`config.mk`:
```
export PLATFORM = sky130hd
export DESIGN_NAME = srExprEval
export DESIGN_NICKNAME = d
export VERILOG_FILES = /design/src/rtl/srExprPkg.sv /design/src/rtl/srExprStack.sv /design/src/rtl/srExprCtrl.sv /design/src/rtl/srExprEval.sv
export SDC_FILE = /design/constraint.sdc
export NUM_CORES = 1
export LEC_CHECK = 0
export BUFFER_PORTS_ARGS = -buffer_cell sky130_fd_sc_hd__buf_4
export CORE_MARGIN = 2
export CORE_UTILIZATION = 40
export DETAILED_ROUTE_END_ITERATION = 16
export GPL_TIMING_DRIVEN = 1
export SYNTH_ARGS = -nofsm -noshare
export SYNTH_HDL_FRONTEND = slang
export SYNTH_SLANG_ARGS = --single-unit
```
`constraint.sdc`:
```
create_clock -name clk -period 7.33 [get_ports clk]
set_input_delay 2.199 -clock clk [delete_from_list [all_inputs] [get_ports clk]]
set_output_delay 2.199 -clock clk [all_outputs]
set_load 0.03 [all_outputs]
```
`src/rtl/srExprPkg.sv`:
```
package srExprPkg;

  localparam int TAG_W = 8;

  typedef logic [TAG_W-1:0] tag_t;

  localparam tag_t TAG_NONE  = 8'h00;
  localparam tag_t TAG_BOT   = 8'h5A;
  localparam tag_t TAG_END   = 8'h55;
  localparam tag_t TAG_EXPR  = 8'hEE;
  localparam tag_t TAG_TERM  = 8'hE7;
  localparam tag_t TAG_FACT  = 8'hEF;
  localparam tag_t TAG_INT   = 8'hE1;
  localparam tag_t TAG_OPEN  = 8'hCA;
  localparam tag_t TAG_CLOSE = 8'hCB;
  localparam tag_t TAG_ADD   = 8'hAA;
  localparam tag_t TAG_MUL   = 8'hAB;

  localparam int N_STATES = 12;

  // Stack-top states; the index order matches the pattern tables.
  typedef enum logic [3:0] {
    ST_START, ST_BOT_EXPR, ST_TERM, ST_FACT, ST_OPEN, ST_INT,
    ST_EXPR_ADD, ST_TERM_MUL, ST_OPEN_EXPR, ST_SUM, ST_PROD, ST_PAREN,
    ST_NONE
  } pstate_e;

  typedef enum logic [2:0] {
    ACT_IDLE, ACT_SHIFT, ACT_REDUCE, ACT_ACCEPT, ACT_BAD
  } act_e;

  typedef enum logic [2:0] {
    RK_NONE, RK_SUM, RK_PROD, RK_PAREN, RK_INT2F, RK_F2T, RK_T2E
  } redKind_e;

  // Strobes from control to datapath.
  typedef struct packed {
    logic     push;
    logic     reduce;
    logic     accept;
    redKind_e kind;
  } strobe_t;

endpackage

```
`src/rtl/srExprStack.sv`:
```
module srExprStack
  import srExprPkg::*;
#(
  parameter int DEPTH  = 16,
  parameter int ITEM_W = 16
) (
  input  logic                      clk,
  input  logic                      rstN,
  input  strobe_t                   strb,
  input  logic [ITEM_W-1:0]         tokIn,
  output logic [ITEM_W-1:0]         top0,
  output logic [ITEM_W-1:0]         top1,
  output logic [ITEM_W-1:0]         top2,
  output logic                      full,
  output logic [ITEM_W-TAG_W-1:0]   resultVal
);

  localparam int IDX_W = $clog2(DEPTH);
  localparam int VAL_W = ITEM_W - TAG_W;
  localparam logic [IDX_W-1:0] LAST_IDX = IDX_W'(DEPTH - 1);

  logic [ITEM_W-1:0] mem [DEPTH];
  logic [IDX_W-1:0]  topPtr;
  logic [IDX_W-1:0]  destPtr;
  logic [ITEM_W-1:0] newItem;
  logic [VAL_W-1:0]  v0, v1, v2;
  logic [VAL_W-1:0]  sumV, prodV;
  logic              longRed;
  logic [VAL_W-1:0]  resultReg;

  // Views of the top three entries; a missing entry reads as tag 0.
  always_comb begin
    top0 = mem[topPtr];
    top1 = (topPtr >= IDX_W'(1)) ? mem[topPtr - IDX_W'(1)] : '0;
    top2 = (topPtr >= IDX_W'(2)) ? mem[topPtr - IDX_W'(2)] : '0;
  end

  assign full = (topPtr == LAST_IDX);

  assign v0 = top0[VAL_W-1:0];
  assign v1 = top1[VAL_W-1:0];
  assign v2 = top2[VAL_W-1:0];

  // Arithmetic truncates to the value byte.
  assign sumV  = v2 + v0;
  assign prodV = v2 * v0;

  always_comb begin
    longRed = 1'b0;
    newItem = top0;
    case (strb.kind)
      RK_SUM:   begin newItem = {TAG_EXPR, sumV};  longRed = 1'b1; end
      RK_PROD:  begin newItem = {TAG_TERM, prodV}; longRed = 1'b1; end
      RK_PAREN: begin newItem = {TAG_FACT, v1};    longRed = 1'b1; end
      RK_INT2F: newItem = {TAG_FACT, v0};
      RK_F2T:   newItem = {TAG_TERM, v0};
      RK_T2E:   newItem = {TAG_EXPR, v0};
      default:  newItem = top0;
    endcase
  end

  assign destPtr = longRed ? (topPtr - IDX_W'(2)) : topPtr;

  always_ff @(posedge clk or negedge rstN) begin
    if (!rstN) begin
      for (int i = 1; i < DEPTH; i++) mem[i] <= '0;
      mem[0]    <= {TAG_BOT, {VAL_W{1'b0}}};
      topPtr    <= '0;
      resultReg <= '0;
    end else begin
      if (strb.push) begin
        mem[topPtr + IDX_W'(1)] <= tokIn;
        topPtr                  <= topPtr + IDX_W'(1);
      end else if (strb.reduce) begin
        mem[destPtr] <= newItem;
        topPtr       <= destPtr;
      end
      if (strb.accept) resultReg <= v0;
    end
  end

  assign resultVal = resultReg;

  AST_ONE_ACTION: assert property (@(posedge clk) disable iff (!rstN)
    $onehot0({strb.push, strb.reduce, strb.accept}));
  AST_BOTTOM_KEPT: assert property (@(posedge clk) disable iff (!rstN)
    mem[0] == {TAG_BOT, {VAL_W{1'b0}}});
  AST_NO_PUSH_FULL: assert property (@(posedge clk) disable iff (!rstN)
    strb.push |-> topPtr != LAST_IDX);
  AST_REDUCE_ROOM: assert property (@(posedge clk) disable iff (!rstN)
    (strb.reduce && longRed) |-> topPtr >= IDX_W'(3));
  AST_RESULT_HELD: assert property (@(posedge clk) disable iff (!rstN)
    !strb.accept |=> $stable(resultVal));

endmodule

```
`src/rtl/srExprCtrl.sv`:
```
module srExprCtrl
  import srExprPkg::*;
#(
  parameter int ITEM_W = 16
) (
  input  logic              clk,
  input  logic              rstN,
  input  logic              tokValid,
  input  logic [ITEM_W-1:0] tokIn,
  input  logic [ITEM_W-1:0] top0,
  input  logic [ITEM_W-1:0] top1,
  input  logic [ITEM_W-1:0] top2,
  input  logic              full,
  output logic              tokReady,
  output strobe_t           strb,
  output logic              parseDone,
  output logic              parseError
);

  // Pattern tables, bottom of the pattern first: T2 under T1 under T0.
  localparam int   PAT_LEN [N_STATES] = '{1, 2, 1, 1, 1, 1, 2, 2, 2, 3, 3, 3};
  localparam tag_t PAT_T0  [N_STATES] = '{TAG_BOT, TAG_EXPR, TAG_TERM, TAG_FACT,
                                          TAG_OPEN, TAG_INT, TAG_ADD, TAG_MUL,
                                          TAG_EXPR, TAG_TERM, TAG_FACT, TAG_CLOSE};
  localparam tag_t PAT_T1  [N_STATES] = '{TAG_NONE, TAG_BOT, TAG_NONE, TAG_NONE,
                                          TAG_NONE, TAG_NONE, TAG_EXPR, TAG_TERM,
                                          TAG_OPEN, TAG_ADD, TAG_MUL, TAG_EXPR};
  localparam tag_t PAT_T2  [N_STATES] = '{TAG_NONE, TAG_NONE, TAG_NONE, TAG_NONE,
                                          TAG_NONE, TAG_NONE, TAG_NONE, TAG_NONE,
                                          TAG_NONE, TAG_EXPR, TAG_TERM, TAG_OPEN};

  // Overlap resolution: winner index suppresses loser index.
  localparam int N_PRI = 3;
  localparam int PRI_WIN  [N_PRI] = '{1, 9, 10};
  localparam int PRI_LOSE [N_PRI] = '{8, 2, 3};

  tag_t t0, t1, t2, look;
  logic [N_STATES-1:0] rawHit, hit;
  pstate_e  state;
  act_e     act;
  redKind_e kind;
  logic     isOperand, isFollow;
  logic     run, errSet, doneSet;
  logic     doneReg, errReg;

  assign t0   = top0[ITEM_W-1 -: TAG_W];
  assign t1   = top1[ITEM_W-1 -: TAG_W];
  assign t2   = top2[ITEM_W-1 -: TAG_W];
  assign look = tokIn[ITEM_W-1 -: TAG_W];

  for (genvar s = 0; s < N_STATES; s++) begin : g_pat
    assign rawHit[s] = (t0 == PAT_T0[s])
                    && (PAT_LEN[s] < 2 || t1 == PAT_T1[s])
                    && (PAT_LEN[s] < 3 || t2 == PAT_T2[s]);
  end

  always_comb begin
    hit = rawHit;
    for (int p = 0; p < N_PRI; p++)
      if (rawHit[PRI_WIN[p]]) hit[PRI_LOSE[p]] = 1'b0;
  end

  always_comb begin
    state = ST_NONE;
    for (int s = N_STATES - 1; s >= 0; s--)
      if (hit[s]) state = pstate_e'(s[3:0]);
  end

  assign isOperand = (look == TAG_INT) || (look == TAG_OPEN);
  assign isFollow  = (look == TAG_ADD) || (look == TAG_MUL)
                  || (look == TAG_CLOSE) || (look == TAG_END);

  always_comb begin
    act  = ACT_BAD;
    kind = RK_NONE;
    case (state)
      ST_START, ST_OPEN, ST_EXPR_ADD, ST_TERM_MUL:
        if (isOperand) act = ACT_SHIFT;
      ST_BOT_EXPR:
        if (look == TAG_ADD)      act = ACT_SHIFT;
        else if (look == TAG_END) act = ACT_ACCEPT;
      ST_OPEN_EXPR:
        if (look == TAG_ADD || look == TAG_CLOSE) act = ACT_SHIFT;
      ST_TERM, ST_SUM:
        if (look == TAG_MUL) act = ACT_SHIFT;
        else if (isFollow) begin
          act  = ACT_REDUCE;
          kind = (state == ST_SUM) ? RK_SUM : RK_T2E;
        end
      ST_FACT:  if (isFollow) begin act = ACT_REDUCE; kind = RK_F2T;   end
      ST_INT:   if (isFollow) begin act = ACT_REDUCE; kind = RK_INT2F; end
      ST_PROD:  if (isFollow) begin act = ACT_REDUCE; kind = RK_PROD;  end
      ST_PAREN: if (isFollow) begin act = ACT_REDUCE; kind = RK_PAREN; end
      default:  act = ACT_BAD;
    endcase
    if (!tokValid) act = ACT_IDLE;
  end

  assign run      = !errReg && !doneReg;
  assign tokReady = run && ((act == ACT_SHIFT && !full) || act == ACT_ACCEPT);
  assign errSet   = run && (act == ACT_BAD || (act == ACT_SHIFT && full));
  assign doneSet  = run && (act == ACT_ACCEPT);

  always_comb begin
    strb.push   = tokReady && (act == ACT_SHIFT);
    strb.accept = tokReady && (act == ACT_ACCEPT);
    strb.reduce = run && (act == ACT_REDUCE);
    strb.kind   = kind;
  end

  always_ff @(posedge clk or negedge rstN) begin
    if (!rstN) begin
      doneReg <= 1'b0;
      errReg  <= 1'b0;
    end else begin
      if (doneSet) doneReg <= 1'b1;
      if (errSet)  errReg  <= 1'b1;
    end
  end

  assign parseDone  = doneReg;
  assign parseError = errReg;

  AST_ERROR_STICKY: assert property (@(posedge clk) disable iff (!rstN)
    parseError |=> parseError);
  AST_NO_BOTH_FLAGS: assert property (@(posedge clk) disable iff (!rstN)
    !(parseError && parseDone));
  AST_DONE_STICKY: assert property (@(posedge clk) disable iff (!rstN)
    parseDone |=> parseDone);
  AST_LONG_WINS: assert property (@(posedge clk) disable iff (!rstN)
    $onehot0(hit));

endmodule

```
`src/rtl/srExprEval.sv`:
```
module srExprEval
  import srExprPkg::*;
#(
  parameter int DEPTH  = 16,
  parameter int ITEM_W = 16
) (
  input  logic                    clk,
  input  logic                    rstN,
  input  logic                    tokValid,
  input  logic [ITEM_W-1:0]       tokIn,
  output logic                    tokReady,
  output logic                    parseDone,
  output logic                    parseError,
  output logic [ITEM_W-TAG_W-1:0] resultVal
);

  strobe_t           strb;
  logic [ITEM_W-1:0] top0, top1, top2;
  logic              full;

  srExprCtrl #(.ITEM_W(ITEM_W)) i_ctrl (
    .clk        (clk),
    .rstN       (rstN),
    .tokValid   (tokValid),
    .tokIn      (tokIn),
    .top0       (top0),
    .top1       (top1),
    .top2       (top2),
    .full       (full),
    .tokReady   (tokReady),
    .strb       (strb),
    .parseDone  (parseDone),
    .parseError (parseError)
  );

  srExprStack #(.DEPTH(DEPTH), .ITEM_W(ITEM_W)) i_stack (
    .clk       (clk),
    .rstN      (rstN),
    .strb      (strb),
    .tokIn     (tokIn),
    .top0      (top0),
    .top1      (top1),
    .top2      (top2),
    .full      (full),
    .resultVal (resultVal)
  );

endmodule

```
# == Yosys cells after proc, flatten, opt, wreduce, memory -nomap -nowiden ==
# Cells that the tools add are included.
# op_classes
magnitude_cmp,9
n_addsub,4
n_bitwise,5
mux,55
multipliers,1
reduce_logical,37
div_mod_pow,0
shifts,0
eq_ne,46
# op_table
operator,count
$bwmux W256,2
$mux W256,2
$bmux W16 S4,3
$eq A8 B8 Y1 const B,21
$mux W16,10
$demux W16 S4,2
$pmux W16 S6,1
$mux W4,14
$mux W3,13
$pmux W3 S5,2
$ge A5 B5 Y1 const B,5
$not A4 Y5,5
$eq A8 B7 Y1 const B,3
$logic_and A1 B1 Y1,21
$eq A4 B4 Y1 const B,5
$eq A4 B3 Y1 const B,4
$eq A3 B2 Y1 const B,4
$eq A3 B3 Y1 const B,4
$lt A5 B1 Y1 const B,2
$add A8 B8 Y8,1
$eq A4 B2 Y1 const B,2
$mul A8 B8 Y8,1
$reduce_or A4 Y1,2
$logic_or A1 B1 Y1,7
14 further kinds,21
# totals
input_bits,19
output_inout_bits,11
mem_count,0
mem_bits_rw,0
latchBits,0
reg_bits,270
elab_cells,177
rom_bits,0

# == Longest topological paths before layout ==
# Gate-level depths: netlist (run 1).
# depth
depth_word,38
depth_mapped,32
mapped_depth_nobuf,24

# == Cells and area by module ==
# From an unflattened synthesis (run 1), not the netlist that was laid out.
# unflattened
hier_cells,2117
area_unflattened_um2,21846.0
# modules_own_cells
module,n_inst,cells_per_inst,area_each_um2,seq_area_each_um2
srExprStack,1,1992,20981.4,6711.4
srExprCtrl,1,125,864.6,50.0

# == Worst setup path after synthesis (run 1) ==
# No wires, ideal clock.
# synth_timing
path_kind,flip-flop to flip-flop
from,register i_stack.topPtr[2]
to,register i_stack.mem[215] (netlist bit)
t_arrival_ns,7.336
path_buffers,9
setup_slack_ns,-0.093
required_ns,7.243
path_stages_with_launch,33
setup_ns,0.087
path_cell_list,dfrtp_1 > buf_2 > buf_2 > buf_2 > buf_2 > inv_1 > ha_1 > buf_2 > buf_2 > clkbuf_1 > clkbuf_1 > mux4_2 > and2_1 > ha_1 > inv_1 > fa_1 > fa_1 > inv_1 > ha_1 > inv_1 > fa_1 > inv_1 > ha_1 > a21o_1 > a21oi_1 > xnor2_1 > xnor2_1 > xnor3_1 > nand2b_1 > and3_1 > clkbuf_1 > or3_1 > o211ai_1
# synth_via
elab_chain_len,38
word_cells_on_any_way,122
cone_classes,add/sub (4); mul (1); order compare (6); eq/ne (39); mux (43); bitwise (5); reduce/logical (24)
# synth_lines
item,line_no,rtl
from (decl),srExprStack.sv:23,logic [IDX_W-1:0] topPtr;
from (signal assigned),srExprStack.sv:73,topPtr <= topPtr + IDX_W'(1);
from (signal assigned),srExprStack.sv:76,topPtr <= destPtr;
$sub A4 B1 Y4,srExprStack.sv:34,top1 = (topPtr >= IDX_W'(1)) ? mem[topPtr - IDX_W'(1)] : '0;
$not A4 Y5 (not written as such),srExprStack.sv:34,
$bmux W16 S4,srExprStack.sv:34,
$mux W16 (not written as such) (2 in series),srExprStack.sv:34,
$mux W16,srExprStack.sv:34,
$eq A8 B8 Y1,srExprCtrl.sv:53,&& (PAT_LEN[s] < 2 || t1 == PAT_T1[s])
$logic_and A1 B1 Y1,srExprCtrl.sv:53,
$logic_and A1 B1 Y1,srExprCtrl.sv:54,&& (PAT_LEN[s] < 3 || t2 == PAT_T2[s]);
[... 21 more ...],n/a,
$not A4 Y5 (not written as such),srExprStack.sv:75,mem[destPtr] <= newItem;
$ge A5 B5 Y1 (not written as such) / $lt A5 B1 Y1 (equally long branches),srExprStack.sv:75,
$logic_and A1 B1 Y1 (not written as such),srExprStack.sv:75,
$mux W16 (not written as such),srExprStack.sv:75,
$demux W16 S4,srExprStack.sv:75,
$bwmux W256,srExprStack.sv:75,
$mux W256,srExprStack.sv:74,end else if (strb.reduce) begin
$mux W256,srExprStack.sv:71,if (strb.push) begin
"to (signal, indexed assignment)",srExprStack.sv:72,mem[topPtr + IDX_W'(1)] <= tokIn;
"to (signal, indexed assignment)",srExprStack.sv:75,
to (decl),srExprStack.sv:22,logic [ITEM_W-1:0] mem [DEPTH];
# Parallel ways exist; a longest one is shown, timed or not. The select of a mux whose other input is x is not followed.
# A chain may end at the register's enable or synchronous reset.

# == Final worst setup path (run 1) ==
# layout_timing
from,register i_stack.topPtr[2]
to,output port tokReady
# layout_via
elab_chain_len,29
word_cells_on_any_way,85
cone_classes,add/sub (2); order compare (2); eq/ne (32); mux (28); bitwise (3); reduce/logical (18)
# layout_lines
item,line_no,rtl
$sub A4 B1 Y4,srExprStack.sv:34,
$not A4 Y5 (not written as such),srExprStack.sv:34,
$bmux W16 S4,srExprStack.sv:34,
$mux W16 (not written as such) (2 in series),srExprStack.sv:34,
$mux W16,srExprStack.sv:34,
$eq A8 B8 Y1,srExprCtrl.sv:53,
$logic_and A1 B1 Y1,srExprCtrl.sv:53,
$logic_and A1 B1 Y1,srExprCtrl.sv:54,
[... 12 more ...],n/a,
$eq A4 B2 Y1 (tied with other cells),srExprCtrl.sv:76,case (state)
$reduce_or A4 Y1 (no source line) (tied with other cells),n/a,
$pmux W3 S5,srExprCtrl.sv:76,
$mux W3,srExprCtrl.sv:96,if (!tokValid) act = ACT_IDLE;
$eq A3 B1 Y1,srExprCtrl.sv:100,assign tokReady = run && ((act == ACT_SHIFT && !full) || act == ACT_ACCEPT);
$logic_and A1 B1 Y1,srExprCtrl.sv:100,
$logic_or A1 B1 Y1 (*),srExprCtrl.sv:100,
$logic_and A1 B1 Y1 (*),srExprCtrl.sv:100,
to (decl),srExprEval.sv:11,"output logic tokReady,"
# Every way passes the cells marked *; elsewhere a longest branch is shown, timed or not. The select of a mux whose other input is x is not followed.

==> results of run 1 <==
[layout by cell type (no fill, tap or decap), drive strengths merged, types with 16 or more instances in the layout]
cell / count
buf: 162
mux2i: 48
a21o: 95
a32o: 33
o32ai: 47
and2: 26
dfrtp: 266
mux4: 191
mux2: 37
ha: 31
and3: 37
inv: 93
nand2b: 21
or2: 19
nand3: 91
nand4: 16
xnor2: 26
nand2: 201
a211oi: 29
o21ai: 54
clkbuf: 44
nor2: 61
nor3: 36
a21oi: 35
or3: 17
o211ai: 99
[final timing paths]
path                                          startpoint                           end  depth (start not counted)
max                        i_stack.topPtr[2]$_DFFE_PN0P_                      tokReady                         14
max in group asynchronous                           rstN   i_stack.mem[67]$_DFFE_PN0P_                          2
min in group asynchronous                           rstN  i_stack.mem[159]$_DFFE_PN0P_                          1
min reg2reg                 i_stack.mem[254]$_DFFE_PN1P_  i_stack.mem[254]$_DFFE_PN1P_                          2
max reg2reg                i_stack.topPtr[1]$_DFFE_PN0P_    i_stack.mem[7]$_DFFE_PN0P_                         24
min                         i_stack.mem[254]$_DFFE_PN1P_  i_stack.mem[254]$_DFFE_PN1P_                          2
[layer usage]
layer | vias to the layer above | global-route usage [%] | routed length (um) | share of wire [%]
li1 | 7865 | - | - | -
met1 | 9956 | 45.80 | 35960 | 37
met2 | 1668 | 48.76 | 39240 | 41
met3 | 403 | 14.65 | 14790 | 15
met4 | 4 | 19.92 | 6445 | 6.7
met5 | - | 0 | 27 | 0.028
[cell families after synthesis]
family | after synthesis | share of synthesized area, %
AOI/OAI and AO/OA | 524 | 19.01
xor gates and xnor gates | 32 | 1.387
adders and majority gates | 44 | 3.057
buffers and inverters | 277 | 5.706
DFF | 270 | 31.89
muxes | 276 | 24.52
and+or+nand+nor | 591 | 14.43
[worst register-to-register path, delay by kind of cell, from the launching register on]
family | cells | cell delay, ns
DFF | 1 | 0.43
adders and majority gates | 7 | 2.50
AOI/OAI and AO/OA | 4 | 0.90
buffers and inverters | 6 | 1.07
and+or+nand+nor | 4 | 1.24
xor gates and xnor gates | 3 | 0.61
[cell type report]
cell class,count,area [um2],share of cell area (%)
diodes,5,12.51,0.05268
clock inverters,13,175.2,0.7375
clock buffers,43,890.9,3.751
multi-input cells,1467,13340,56.15
flip-flops and latches,270,6770,28.50
repair buffers,163,1360,5.726
inverters,92,345.3,1.454
well taps,688,860.8,3.624
[sequential cells by signal, indices dropped and copies added (netlist names)]
signal and flops:
i_stack.resultVal 8, i_stack.mem 256, i_ctrl.parseError 1, i_stack.topPtr 4, i_ctrl.parseDone 1
[timing repair]
item | CTS | global route
gates cloned | 0 | 1
endpoints found under the setup margin | 1 | 1
resized for setup | 1 | 6
[per-stage QoR]
step | total power, mW | instances | util (%) | setup WS [ns] | hold WS (ns)
2_1_floorplan | 1.539 | 2014 | - | 0.04397 | 0.4459
3_3_place_gp | 1.594 | 2679 | 43.13 | 0.5004 | 0.4630
3_5_place_dp | 1.595 | 2679 | 43.13 | 0.3969 | 0.4621
4_1_cts | 3.248 | 2735 | 45.18 | 0.03111 | 0.4715
5_1_grt | 3.318 | 2736 | 45.26 | 0.01219 | 0.5048
6_report | 3.246 | 2741 | 45.29 | 0.1998 | 0.4712
[power by group through the flow]
| stage | sequential (mW) | combinational [mW] | clock (mW) |
|---|---|---|---|
| 2_1_floorplan | 1.52 | 0.0211 | 0 |
| 3_3_place_gp | 1.52 | 0.0759 | 0 |
| 3_5_place_dp | 1.52 | 0.0770 | 0 |
| 4_1_cts | 1.49 | 0.0772 | 1.68 |
| 5_1_grt | 1.49 | 0.0841 | 1.74 |
| 6_report | 1.49 | 0.0765 | 1.68 |
==> impl_metrics.json, run 1 <==
{
  "wl_um": 96460,
  "start_util_pct": 40.43,
  "worst-path-max-fanout": 16,
  "cts_buffers": 31,
  "via_per_inst": 7.259,
  "swShare_pct": 23.37,
  "max_freq_mhz": 140.2,
  "synth.avg_cell_area_um2": 10.53,
  "synth_seq_cells": 270,
  "cts_hold_buffers": 0,
  "p_comb_share_pct": 2.4,
  "die_w_um": 234.2,
  "grt_max_degree": 156,
  "syn_nets": 2077,
  "fin_crit_ns": 7.130,
  "worst_clock_skew_ns": 0.03450,
  "intPower_mw": 2.487,
  "cts_num_sinks": 270,
  "drt-pass1-iter-count": 6,
  "drt_iter0_markers": 2823,
  "r2r_slack_ns": 0.47,
  "power_density_nw_per_um2": 136.7,
  "routabilityCongestion": 1.014,
  "fin_tns_setup_ns": 0,
  "grt_pass1_wl_um": 137800,
  "hold_viol_final": 0,
  "grt_remaining_overflow": 0,
  "path_delay_family": "compound AO/OA/AOI/OAI gates",
  "synthTopCellsByCount": "dfrtp_1, nand2_1, mux4_2",
  "area_growth_syn_to_layout_pct": 12.02,
  "die_y_um": 234.2,
  "dp_hpwl_um": 68430,
  "slew_headroom_pct": 18.96,
  "worst_pin_slew_ns": 1.216,
  "antenna_found_initial": 5,
  "clkTransAtPathRegs_ns": 0.07,
  "max-vdd-ir-drop_mv": 0.1765,
  "crit_path_end_kind": "output pin",
  "grt_pass1_vias": 19270,
  "synth_area_leader_cell": "dfrtp_1",
  "slew_viol_final": 0,
  "antenna_left": 0,
  "ys_warn_count": 0,
  "post_drt_wl_per_cell_um": 35.19,
  "p_sw_mw": 0.7584,
  "slowest_stage": "ha_2",
  "p_leak_nw": 10.38,
  "p_clk_share_pct": 51.7,
  "pin_count": 30,
  "status": "complete, no violations",
  "maxCapViolations": 0,
  "finalInstanceArea_um2": 23750,
  "htree_num_levels": 1,
  "final.period_utilization_pct": 97.27,
  "portBuffers": 29,
  "seq_power_share_pct": 45.9,
  "required_ns": 5.13,
  "ys_seq_area_share_pct": 31.89,
  "path_class": "reg -> out",
  "cts_tree": "yes",
  "synth-edff-count": 0,
  "grt_setup_unrepaired": "false",
  "ys.flop_type": "dfrtp_1",
  "dieArea_um2": 54860,
  "drive_gt1_share_pct": 24.90,
  "post_cts.repair.setup_buffers": 0,
  "setup_viol": 0,
  "critPathLaunchType": "flop",
  "cp.arrival_ns": 4.93,
  "hold_class": "reg -> reg",
  "slowest_delay_ns": 0.66,
  "vias": 19900,
  "fp.coreArea_um2": 52450,
  "async_reset_ff_share_pct": 100.0,
  "clockBufferDepth": 3,
  "syn_area_um2": 21200,
  "fill_cells": 4858,
  "syn-instance-count": 2014,
  "track_usage_pct": 35.09,
  "cts-root-buf": "clkbuf_16",
  "post-route-drc-count": 0,
  "crit_top_cell": "buf_4",
  "synth_area_leaders": "dfrtp_1, mux4_2, nand2_1, o211ai_1, a21o_1",
  "placementRows": 84,
  "crit_buf_inv": 4,
  "clkLatencyLatePin_ns": 0.62,
  "synth_most_common_cell": "dfrtp_1",
  "placed_area_um2": 22620,
  "layout.nets": 2088,
  "path_cells": "inv_1 > buf_4 > ha_2 > buf_4 > mux2i_1 > mux4_2 > a211oi_1 > o21ai_1 > or3_1 > o31a_1 > a211oi_1 > nand2b_1 > nand2_1 > buf_4",
  "yosysTopAreaCellShare_pct": 31.39,
  "ys_types": 93
}
Power figures use the tool's default switching activity.
==> run 2: changes to the inputs <==
--- a/config.mk
+++ b/config.mk
@@ -10,6 +10,7 @@
 export CORE_UTILIZATION = 40
 export DETAILED_ROUTE_END_ITERATION = 16
 export GPL_TIMING_DRIVEN = 1
+export MAX_ROUTING_LAYER = met4
 export SYNTH_ARGS = -nofsm -noshare
 export SYNTH_HDL_FRONTEND = slang
 export SYNTH_SLANG_ARGS = --single-unit
==> run 2 against run 1 <==
The run now ends with max-capacitance violations left; via count fell by 0.40%; final cell count down 0.18%; highest routed layer is now met4; critical path depth stayed put.
==> impl_metrics.json, run 2 (same netlist as run 1, synthesis figures left out) <==
{
  "status": "finished, violations left",
  "failed_checks": "max-capacitance violations",
  "fp.coreArea_um2": 52450,
  "crit_path_end_kind": "output pin",
  "worst_clock_skew_ns": 0.02715,
  "required_ns": 5.13,
  "dieArea_um2": 54860,
  "final.period_utilization_pct": 97.22,
  "grt_setup_unrepaired": "false",
  "cp-endpoint": "tokReady",
  "grt_pass1_vias": 19210,
  "slew_headroom_pct": 0.6214,
  "path_cells": "inv_1 > buf_4 > ha_2 > buf_12 > mux2i_1 > mux4_2 > a211oi_1 > o21ai_1 > or3_1 > o31a_1 > a211oi_2 > nand2b_1 > nand2_1 > buf_4",
  "track_usage_pct": 35.94,
  "swShare_pct": 22.76,
  "drive_gt1_share_pct": 24.99,
  "clockBufferDepth": 3,
  "max-vdd-ir-drop_mv": 0.1849,
  "r2r-start": "i_stack.topPtr[1]$_DFFE_PN0P_",
  "grt_pass1_wl_um": 137600,
  "clkTransAtPathRegs_ns": 0.07,
  "p_leak_nw": 10.37,
  "pin_count": 30,
  "slowest_delay_ns": 0.85,
  "path_depth": 14,
  "antenna_left": 0,
  "path_class": "reg -> out",
  "post_drt_wl_per_cell_um": 34.75,
  "path_delay_family": "compound AO/OA/AOI/OAI gates",
  "r2r_slack_ns": 0.52,
  "drt_iter0_markers": 2952,
  "largest_register": "i_stack.mem",
  "final_common_cell": "dfrtp_1",
  "whs_ns": 0.4885,
  "cts_tree": "yes",
  "post-route-drc-count": 0,
  "slew_viol_final": 0,
  "largest_reg_flops": 256,
  "cp.arrival_ns": 4.93,
  "cts_buffers": 30,
  "vias": 19820,
  "finalInstanceArea_um2": 23750,
  "maxCapViolations": 1,
  "critPathLaunchType": "flop",
  "routabilityCongestion": 1.027,
  "grt_remaining_overflow": 0,
  "hold_viol_final": 0,
  "wl_um": 95080,
  "final_cell_mix": "dfrtp_1, nand2_1, mux4_2, buf_4, o211ai_1",
  "p_comb_share_pct": 2.3,
  "power_density_nw_per_um2": 136.7,
  "htree_num_levels": 1,
  "pre_cts_ws_ns": 0.4199,
  "fin_crit_ns": 7.126,
  "worstReg2RegEnd": "i_stack.mem[7]$_DFFE_PN0P_",
  "fill_cells": 4841,
  "seq_power_share_pct": 45.9,
  "antenna_found_initial": 1,
  "crit_buf_inv": 4,
  "p_sw_mw": 0.7388,
  "die_w_um": 234.2,
  "placementRows": 84,
  "cts-root-buf": "clkbuf_16",
  "hold_class": "reg -> reg",
  "placed_area_um2": 22610,
  "drt-pass1-iter-count": 6,
  "cts_num_sinks": 270,
  "crit_top_cell": "buf_4",
  "worst-path-max-fanout": 21,
  "cts_hold_buffers": 0,
  "grt_max_degree": 125,
  "fin_ws_ns": 0.2040,
  "via_per_inst": 7.243,
  "p_clk_share_pct": 51.8,
  "crit_path_start": "i_stack.topPtr[2]$_DFFE_PN0P_",
  "start_util_pct": 40.43,
  "setup_viol": 0,
  "slowest_stage": "ha_2",
  "max_freq_mhz": 140.3,
  "worst_pin_slew_ns": 1.484,
  "fin_tns_setup_ns": 0,
  "power_mw": 3.246,
  "r2r_cells": 24,
  "area_growth_syn_to_layout_pct": 12.00,
  "dp_hpwl_um": 68110,
  "intPower_mw": 2.507,
  "layout.nets": 2085,
  "portBuffers": 29,
  "die_y_um": 234.2,
  "clkLatencyLatePin_ns": 0.61
}
==> run 2: worst min-delay path by stage <==
| stage | slack, ns | depth (start not counted) | start | end |
|---|---|---|---|---|
| 5_1_grt | 0.50 | 2 | i_stack.mem[254]$_DFFE_PN1P_ | i_stack.mem[254]$_DFFE_PN1P_ |
| 3_3_place_gp | 0.47 | 2 | i_stack.mem[254]$_DFFE_PN1P_ | i_stack.mem[254]$_DFFE_PN1P_ |
| 2_1_floorplan | 0.45 | 2 | i_stack.mem[254]$_DFFE_PN1P_ | i_stack.mem[254]$_DFFE_PN1P_ |
| 6_report | 0.49 | 2 | i_stack.mem[254]$_DFFE_PN1P_ | i_stack.mem[254]$_DFFE_PN1P_ |
| 4_1_cts | 0.49 | 2 | i_stack.mem[254]$_DFFE_PN1P_ | i_stack.mem[254]$_DFFE_PN1P_ |
| 3_5_place_dp | 0.48 | 2 | i_stack.mem[254]$_DFFE_PN1P_ | i_stack.mem[254]$_DFFE_PN1P_ |
==> run 2: power groups by stage <==
| stage | Clock [mW] | Sequential [mW] | Combinational (mW) |
|---|---|---|---|
| floorplan | 0 | 1.52 | 0.0211 |
| global placement | 0 | 1.52 | 0.0747 |
| detailed placement | 0 | 1.52 | 0.0750 |
| CTS | 1.68 | 1.49 | 0.0752 |
| global route | 1.75 | 1.49 | 0.0829 |
| finish | 1.68 | 1.49 | 0.0752 |
==> run 2: per-stage QoR <==
step	cells	utilization, %
after floorplan	2014	-
after global placement	2677	43.11
after detailed placement	2677	43.11
after CTS	2733	45.18
after global routing	2734	45.27
final	2736	45.28
==> run 2: area by class of cell <==
| class | instances | area, um2 | share of cell area [%] |
|---|---|---|---|
| multi-input combinational | 1467 | 13370 | 56.28 |
| sequential | 270 | 6770 | 28.51 |
| tap | 688 | 860.8 | 3.625 |
| clock buffer | 41 | 873.3 | 3.678 |
| clock inverter | 14 | 200.2 | 0.8430 |
| timing repair buffer | 161 | 1324 | 5.575 |
| inverter | 92 | 345.3 | 1.454 |
| antenna | 3 | 7.507 | 0.03161 |
==> run 2: per-layer routing <==
layer	track usage, %	up-vias	share of wire, %	wire length, um
met5	-	-	0	0
met4	18.10	0	6.8	6443
met3	13.64	395	15	14090
met2	48.86	1598	41	38660
met1	46.43	9944	38	35890
li1	-	7880	-	-
==> run 2: tightest hold or removal path, cell delays in order (launching register included) <==
cell and delay [ns]:
dfstp_2 0.39, nand2_1 0.06, nand2_1 0.04
==> run 2: timing repair <==
| item | CTS | global route |
|---|---|---|
| pin swaps | 0 | 0 |
| setup endpoints to repair | 1 | 1 |
| gates resized for setup | 1 | 7 |
| setup buffers | 1 | 0 |
